File: src/rtl/intseq_pkg.sv
package intseq_pkg;

    localparam int XLEN      = 32;
    localparam int CODE_W    = 16;
    localparam int PSW_NP    = 7;
    localparam int PSW_EP    = 6;
    localparam int PSW_ID    = 5;
    localparam int VEC_SHIFT = 4;
    localparam logic [XLEN-1:0] PSW_RESET = XLEN'(1) << PSW_ID;

    typedef logic [XLEN-1:0]   word_t;
    typedef logic [CODE_W-1:0] code_t;

    // Entry sequence steps, in order of execution.
    typedef enum logic [2:0] {
        ST_IDLE  = 3'd0,
        ST_SVPC  = 3'd1,
        ST_SVPSW = 3'd2,
        ST_CAUSE = 3'd3,
        ST_MASK  = 3'd4,
        ST_VEC   = 3'd5
    } step_e;

    function automatic word_t vector_addr(input word_t base, input code_t code);
        return base + (word_t'(code) << VEC_SHIFT);
    endfunction

    function automatic word_t psw_on_entry(input word_t p);
        word_t r;
        r         = p;
        r[PSW_ID] = 1'b1;
        r[PSW_EP] = 1'b0;
        return r;
    endfunction

    function automatic word_t cause_merge(input word_t old, input code_t code);
        word_t r;
        r             = old;
        r[CODE_W-1:0] = code;
        return r;
    endfunction

endpackage

File: src/rtl/intseq_ctrl.sv
module intseq_ctrl
    import intseq_pkg::*;
(
    input  logic  clk,
    input  logic  rst,
    input  logic  irq_req,
    input  code_t irq_code,
    input  logic  psw_np,
    input  logic  psw_id,
    output step_e step,
    output code_t code_q,
    output logic  accept,
    output logic  irq_ack
);

    step_e step_n;

    always_comb begin
        accept = (step == ST_IDLE) && irq_req && !psw_np && !psw_id;
        irq_ack = (step == ST_VEC);
    end

    always_comb begin
        step_n = step;
        unique case (step)
            ST_IDLE:  step_n = accept ? ST_SVPC : ST_IDLE;
            ST_SVPC:  step_n = ST_SVPSW;
            ST_SVPSW: step_n = ST_CAUSE;
            ST_CAUSE: step_n = ST_MASK;
            ST_MASK:  step_n = ST_VEC;
            ST_VEC:   step_n = ST_IDLE;
            default:  step_n = ST_IDLE;
        endcase
    end

    always_ff @(posedge clk) begin
        if (rst) begin
            step   <= ST_IDLE;
            code_q <= '0;
        end else begin
            step <= step_n;
            if (accept) code_q <= irq_code;
        end
    end

    // masked status keeps the sequencer idle
    p_hold_pending_r2: assert property (@(posedge clk) disable iff (rst)
        (step == ST_IDLE && (psw_np || psw_id)) |=> (step == ST_IDLE));

    // acknowledge lasts one cycle
    p_ack_pulse_r8: assert property (@(posedge clk) disable iff (rst)
        irq_ack |=> !irq_ack);

    // the vector step always returns to idle
    p_vec_exit_r7: assert property (@(posedge clk) disable iff (rst)
        (step == ST_VEC) |=> (step == ST_IDLE));

endmodule

File: src/rtl/intseq_psw.sv
module intseq_psw
    import intseq_pkg::*;
(
    input  logic  clk,
    input  logic  rst,
    input  step_e step,
    input  logic  accept,
    input  logic  ret_op,
    input  logic  psw_wr,
    input  word_t psw_wdata,
    input  logic  ei_op,
    input  logic  di_op,
    input  word_t bk_psw,
    output word_t psw
);

    word_t psw_n;
    logic  idle_free;

    always_comb begin
        idle_free = (step == ST_IDLE) && !accept;
        psw_n     = psw;
        if (step == ST_MASK) begin
            psw_n = psw_on_entry(psw);
        end else if (idle_free) begin
            if (ret_op)      psw_n = bk_psw;
            else if (psw_wr) psw_n = psw_wdata;
            else if (ei_op)  psw_n[PSW_ID] = 1'b0;
            else if (di_op)  psw_n[PSW_ID] = 1'b1;
        end
    end

    always_ff @(posedge clk) begin
        if (rst) psw <= PSW_RESET;
        else     psw <= psw_n;
    end

    // mask step sets disable and clears exception-pending
    p_mask_r6: assert property (@(posedge clk) disable iff (rst)
        (step == ST_MASK) |=> (psw[PSW_ID] && !psw[PSW_EP]));

    // status word frozen in the accepting cycle and early steps
    p_frozen_r13: assert property (@(posedge clk) disable iff (rst)
        (accept || step == ST_SVPC || step == ST_SVPSW || step == ST_CAUSE)
        |=> $stable(psw));

endmodule

File: src/rtl/intseq_regs.sv
module intseq_regs
    import intseq_pkg::*;
#(
    parameter word_t RESET_PC = '0,
    parameter word_t VEC_BASE = 32'h0000_0100,
    parameter word_t PC_STEP  = 32'd4
) (
    input  logic  clk,
    input  logic  rst,
    input  step_e step,
    input  logic  accept,
    input  logic  ret_op,
    input  logic  pc_adv,
    input  code_t code_q,
    input  word_t psw,
    output word_t pc,
    output word_t bk_pc,
    output word_t bk_psw,
    output word_t cause
);

    logic idle_free;
    assign idle_free = (step == ST_IDLE) && !accept;

    always_ff @(posedge clk) begin
        if (rst) begin
            pc     <= RESET_PC;
            bk_pc  <= '0;
            bk_psw <= '0;
            cause  <= '0;
        end else begin
            unique case (step)
                ST_SVPC:  bk_pc  <= pc;
                ST_SVPSW: bk_psw <= psw;
                ST_CAUSE: cause  <= cause_merge(cause, code_q);
                ST_VEC:   pc     <= vector_addr(VEC_BASE, code_q);
                ST_IDLE: begin
                    if (idle_free) begin
                        if (ret_op)      pc <= bk_pc;
                        else if (pc_adv) pc <= pc + PC_STEP;
                    end
                end
                default: ;
            endcase
        end
    end

    // backup PC captures PC on the first step
    p_bkpc_r3: assert property (@(posedge clk) disable iff (rst)
        (step == ST_SVPC) |=> (bk_pc == $past(pc)));

    // cause low half gets the code, upper half kept
    p_cause_r5: assert property (@(posedge clk) disable iff (rst)
        (step == ST_CAUSE) |=> (cause[31:16] == $past(cause[31:16])
                                && cause[15:0] == $past(code_q)));

    // vector step loads the handler address
    p_vector_r7: assert property (@(posedge clk) disable iff (rst)
        (step == ST_VEC) |=> (pc == vector_addr(VEC_BASE, $past(code_q))));

    // return restores PC from backup
    p_ret_r9: assert property (@(posedge clk) disable iff (rst)
        (idle_free && ret_op) |=> (pc == $past(bk_pc)));

    // PC does not move in the accepting cycle
    p_pc_hold_r13: assert property (@(posedge clk) disable iff (rst)
        accept |=> $stable(pc));

endmodule

File: src/rtl/irq_entry_seq.sv
module irq_entry_seq
    import intseq_pkg::*;
#(
    parameter logic [31:0] RESET_PC = 32'h0000_0000,
    parameter logic [31:0] VEC_BASE = 32'h0000_0100,
    parameter logic [31:0] PC_STEP  = 32'd4
) (
    input  logic        clk,
    input  logic        rst,
    input  logic        irq_req,
    input  logic [15:0] irq_code,
    output logic        irq_ack,
    input  logic        ret_op,
    input  logic        psw_wr,
    input  logic [31:0] psw_wdata,
    input  logic        ei_op,
    input  logic        di_op,
    input  logic        pc_adv,
    output logic [31:0] pc,
    output logic [31:0] psw,
    output logic [31:0] bk_pc,
    output logic [31:0] bk_psw,
    output logic [31:0] cause
);

    step_e step;
    code_t code_q;
    logic  accept;

    intseq_ctrl u_ctrl (
        .clk      (clk),
        .rst      (rst),
        .irq_req  (irq_req),
        .irq_code (irq_code),
        .psw_np   (psw[PSW_NP]),
        .psw_id   (psw[PSW_ID]),
        .step     (step),
        .code_q   (code_q),
        .accept   (accept),
        .irq_ack  (irq_ack)
    );

    intseq_psw u_psw (
        .clk       (clk),
        .rst       (rst),
        .step      (step),
        .accept    (accept),
        .ret_op    (ret_op),
        .psw_wr    (psw_wr),
        .psw_wdata (psw_wdata),
        .ei_op     (ei_op),
        .di_op     (di_op),
        .bk_psw    (bk_psw),
        .psw       (psw)
    );

    intseq_regs #(
        .RESET_PC (RESET_PC),
        .VEC_BASE (VEC_BASE),
        .PC_STEP  (PC_STEP)
    ) u_regs (
        .clk    (clk),
        .rst    (rst),
        .step   (step),
        .accept (accept),
        .ret_op (ret_op),
        .pc_adv (pc_adv),
        .code_q (code_q),
        .psw    (psw),
        .pc     (pc),
        .bk_pc  (bk_pc),
        .bk_psw (bk_psw),
        .cause  (cause)
    );

    // backup status word captures the status word on the second step
    p_bkpsw_r4: assert property (@(posedge clk) disable iff (rst)
        (step == ST_SVPSW) |=> (bk_psw == $past(psw)));

    // acknowledge only on the cycle the PC is redirected
    p_ack_vec_r8: assert property (@(posedge clk) disable iff (rst)
        irq_ack |=> (pc == VEC_BASE + ({16'h0, $past(code_q)} << 4)));

endmodule

File: config.mk
export PLATFORM = sky130hd
export DESIGN_NAME = irq_entry_seq
export DESIGN_NICKNAME = d
export VERILOG_FILES = /design/src/rtl/intseq_pkg.sv /design/src/rtl/intseq_ctrl.sv /design/src/rtl/intseq_psw.sv /design/src/rtl/intseq_regs.sv /design/src/rtl/irq_entry_seq.sv
export SDC_FILE = /design/constraint.sdc
export NUM_CORES = 1
export LEC_CHECK = 0
export BUFFER_PORTS_ARGS = -buffer_cell sky130_fd_sc_hd__buf_2
export CAP_MARGIN = 5
export CORE_MARGIN = 3
export CORE_UTILIZATION = 53
export DETAILED_ROUTE_END_ITERATION = 10
export PLACE_DENSITY = 0.81
export SKIP_CTS_REPAIR_TIMING = 1
export SLEW_MARGIN = 20
export SYNTH_ARGS = -nofsm -noshare
export SYNTH_HDL_FRONTEND = slang
export SYNTH_HIERARCHICAL = 1
export SYNTH_SLANG_ARGS = --single-unit
export TNS_END_PERCENT = 50
File: constraint.sdc
create_clock -name clk -period 2.38 [get_ports clk]
set_input_delay 0.119 -clock clk [delete_from_list [all_inputs] [get_ports clk]]
set_output_delay 0.119 -clock clk [all_outputs]
set_load 0.005 [all_outputs]
==> run metrics <==
die height around 130 um; share of cells above drive strength 1 0.277; pwr dens 885 nW/um^2; most common cell after layout, fill and taps aside buf_2; number of synthesis warnings 6; worst hold margin 0.0711 ns; initial antenna violation count 0; CP Cell Sequence ha_1, nand4_1, or4_4, nor3_2, xnor2_1, o22ai_2; # rows 44; Worst EP arrival 2.42 ns; CTS buffer count 17; Worst VDD drop 0.673 mV; Core Area about 15,000 sq um; Vias 7,777; final worst-path cycle share 0.895; Initial DRT Pass Iterations 5; number of global-route vias before repair 6,826; hold crit path type in2reg; synthesized flop and latch total 163; f_max between 400 and 500 MHz; Syn-to-layout area delta 22.7%; Final HPWL DP ~15,000 um; Post-Route WL 22,700 um; crit path max fanout 9; Clk Latency, worst-skew pair 0.42 ns; Placer Congestion 0.888; final hold vios 0; die area between 15,000 and 20,000 sq um; post-route minimum period ~2.1 ns; placed cell areas 9030 sq um; Leak 0.00399 uW; Reg clk slew, reported paths 0.06 ns; max cap viols 0; Synth Instances 944; distinct cell type count of the synthesized netlist 75; CP peak stage delay 0.59 ns; Clock Skews 0.0105 ns; largest net degree at the start of global routing 63; number of synthesized flops with an enable pin 0; Final #Nets roughly 1,200; CTS Buffer Depth 2; post-synthesis sequential area ratio 0.408; status complete, no violations; Die X 129 um; CTS Root Cell clkbuf_16; Setup crit end kind flip-flop; Setup TNS 0 ns; delay-heaviest family, CP simple AND/OR/NAND/NOR gates; DP Worst Slack around 0.33 ns; RSZ-0062 raised after global routing false; Final setup violation count 0; Slew @ Worst Pin 0.607 ns; Final ANT Viol Nets 0; gr ovfl total 0; slowest CP cell or4_4; CP Buf/Inv Count 0; Worst slew margin 0.594; internal reg-to-reg setup slack 0.25 ns; Total GRT Usage 0.260; kind of critical path reg2reg; main flop type after synthesis dfxtp_1; CTS tree yes; Worst EP required 2.67 ns; DR iter-0 viols roughly 750; CP Launch Type flip-flop; Slew Limit Fails 0; WL per Instance 17.0 um; IO Count 217; H-tree depth 4; vias per cell 5.84; worst setup margin 0.250 ns; Sink Count 163; Starting Density 0.546; Mapped Area approximately 8000 sq um; Final Cell Area 9810 sq um; dpl cells 1,284; I/O Buffers 200; Syn Area/Cell 8.47 sq um; most frequent cells in the layout buf_2 (199), nand2_1 (186), dfxtp_1 (163); final non-filler cell total 1,332; antenna diode count 0; Async S/R FF share, synth 0; DRC violations left 0; first-pass GRT wire length 35,100 um
==> worst reg2reg max path: stages (launching register included) <==
cell	delay, ns
dfxtp_1	0.47
ha_1	0.25
nand4_1	0.21
or4_4	0.59
nor3_2	0.20
xnor2_1	0.18
o22ai_2	0.10
==> routing by layer <==
layer	wire length, um	vias up	GRT usage
li1	-	3692	-
met1	9870	3658	0.361
met2	10600	376	0.389
met3	1710	51	0.0672
met4	505	0	0.0976
met5	0	-	0
==> power breakdown <==
group          switching, uW  internal (uW)
registers                341           3040
clock network           1110           1780
logic                   1490            926
total                   2940           5740
==> final cells by class <==
type | instances | area (sq um)
Clock buffer | 18 | 439
Tap cell | 184 | 230
Sequential cell | 163 | 3260
Fill cell | 1206 | 4830
Timing Repair Buffer | 247 | 1430
Multi-Input combinational cell | 699 | 4250
Inverter | 7 | 26.3
Clock inverter | 14 | 184
==> cell usage after synthesis (4+ instances only) <==
library cell  instances  area (sq um)
o21ai_1               4          20.0
buf_2                12          60.1
nor3_1               15          75.1
o211ai_1              6          45.0
mux2i_1              49           490
buf_4                16           120
clkbuf_1             48           180
and3_1                9          56.3
inv_1                 6          22.5
nand2b_1             34           213
o21ai_0              26           130
nand2_1             186           698
dfxtp_1             163          3260
nand3_1              23           115
nor2_1               29           109
o22ai_1               9          56.3
and2_1                5          31.3
xor2_1                9          78.8
buf_12                4          80.1
or3_1                 4          25.0
a31oi_1               4          25.0
a22oi_1              10          75.1
a21oi_1             131           656
a211oi_2             30           375
nor3_2                5          50.1
nand3b_1              4          30.0
nand4_1              11          68.8
xnor2_1              12           105
nor2b_1               5          31.3
nor4_1                6          37.5
==> stage by stage <==
step / util / power [uW]
final: 0.670 / 8690
after global routing: 0.670 / 9080
after CTS: 0.659 / 8660
after detailed placement: 0.617 / 5780
after global placement: 0.617 / 5710
after floorplan: - / 5070
==> final timing paths <==
kind / from / to / cells after the start
hold / removal: psw_wdata[31] / u_psw/psw[31] / 3
setup reg to reg: u_regs/pc[2] / u_regs/pc[26] / 6
setup / recovery: u_regs/pc[2] / u_regs/pc[26] / 6
hold reg to reg: u_regs/cause[12] / u_regs/cause[12] / 2
==> sequential cells by signal, summed over array words and instances (netlist names) <==
name,count
u_psw/psw,32
u_regs/cause,16
u_regs/pc,32
u_ctrl/code_q,16
u_ctrl/step,3
u_regs/bk_pc,32
u_regs/bk_psw,32
==> kinds of logic (layout without fill, tap and decap cells) <==
kind of cell	after synthesis	count (layout)	synth area share
adder cells (fa/ha/maj)	2	2	0.00313
AO/OA/AOI/OAI	254	254	0.212
flip-flops	163	163	0.408
other	1	16	0.000469
XOR/XNOR	21	21	0.0230
multiplexers	49	49	0.0613
buffers and inverters	97	286	0.0693
AND/OR/NAND/NOR	357	357	0.222
Note: power is estimated with default switching activity, not from simulation.
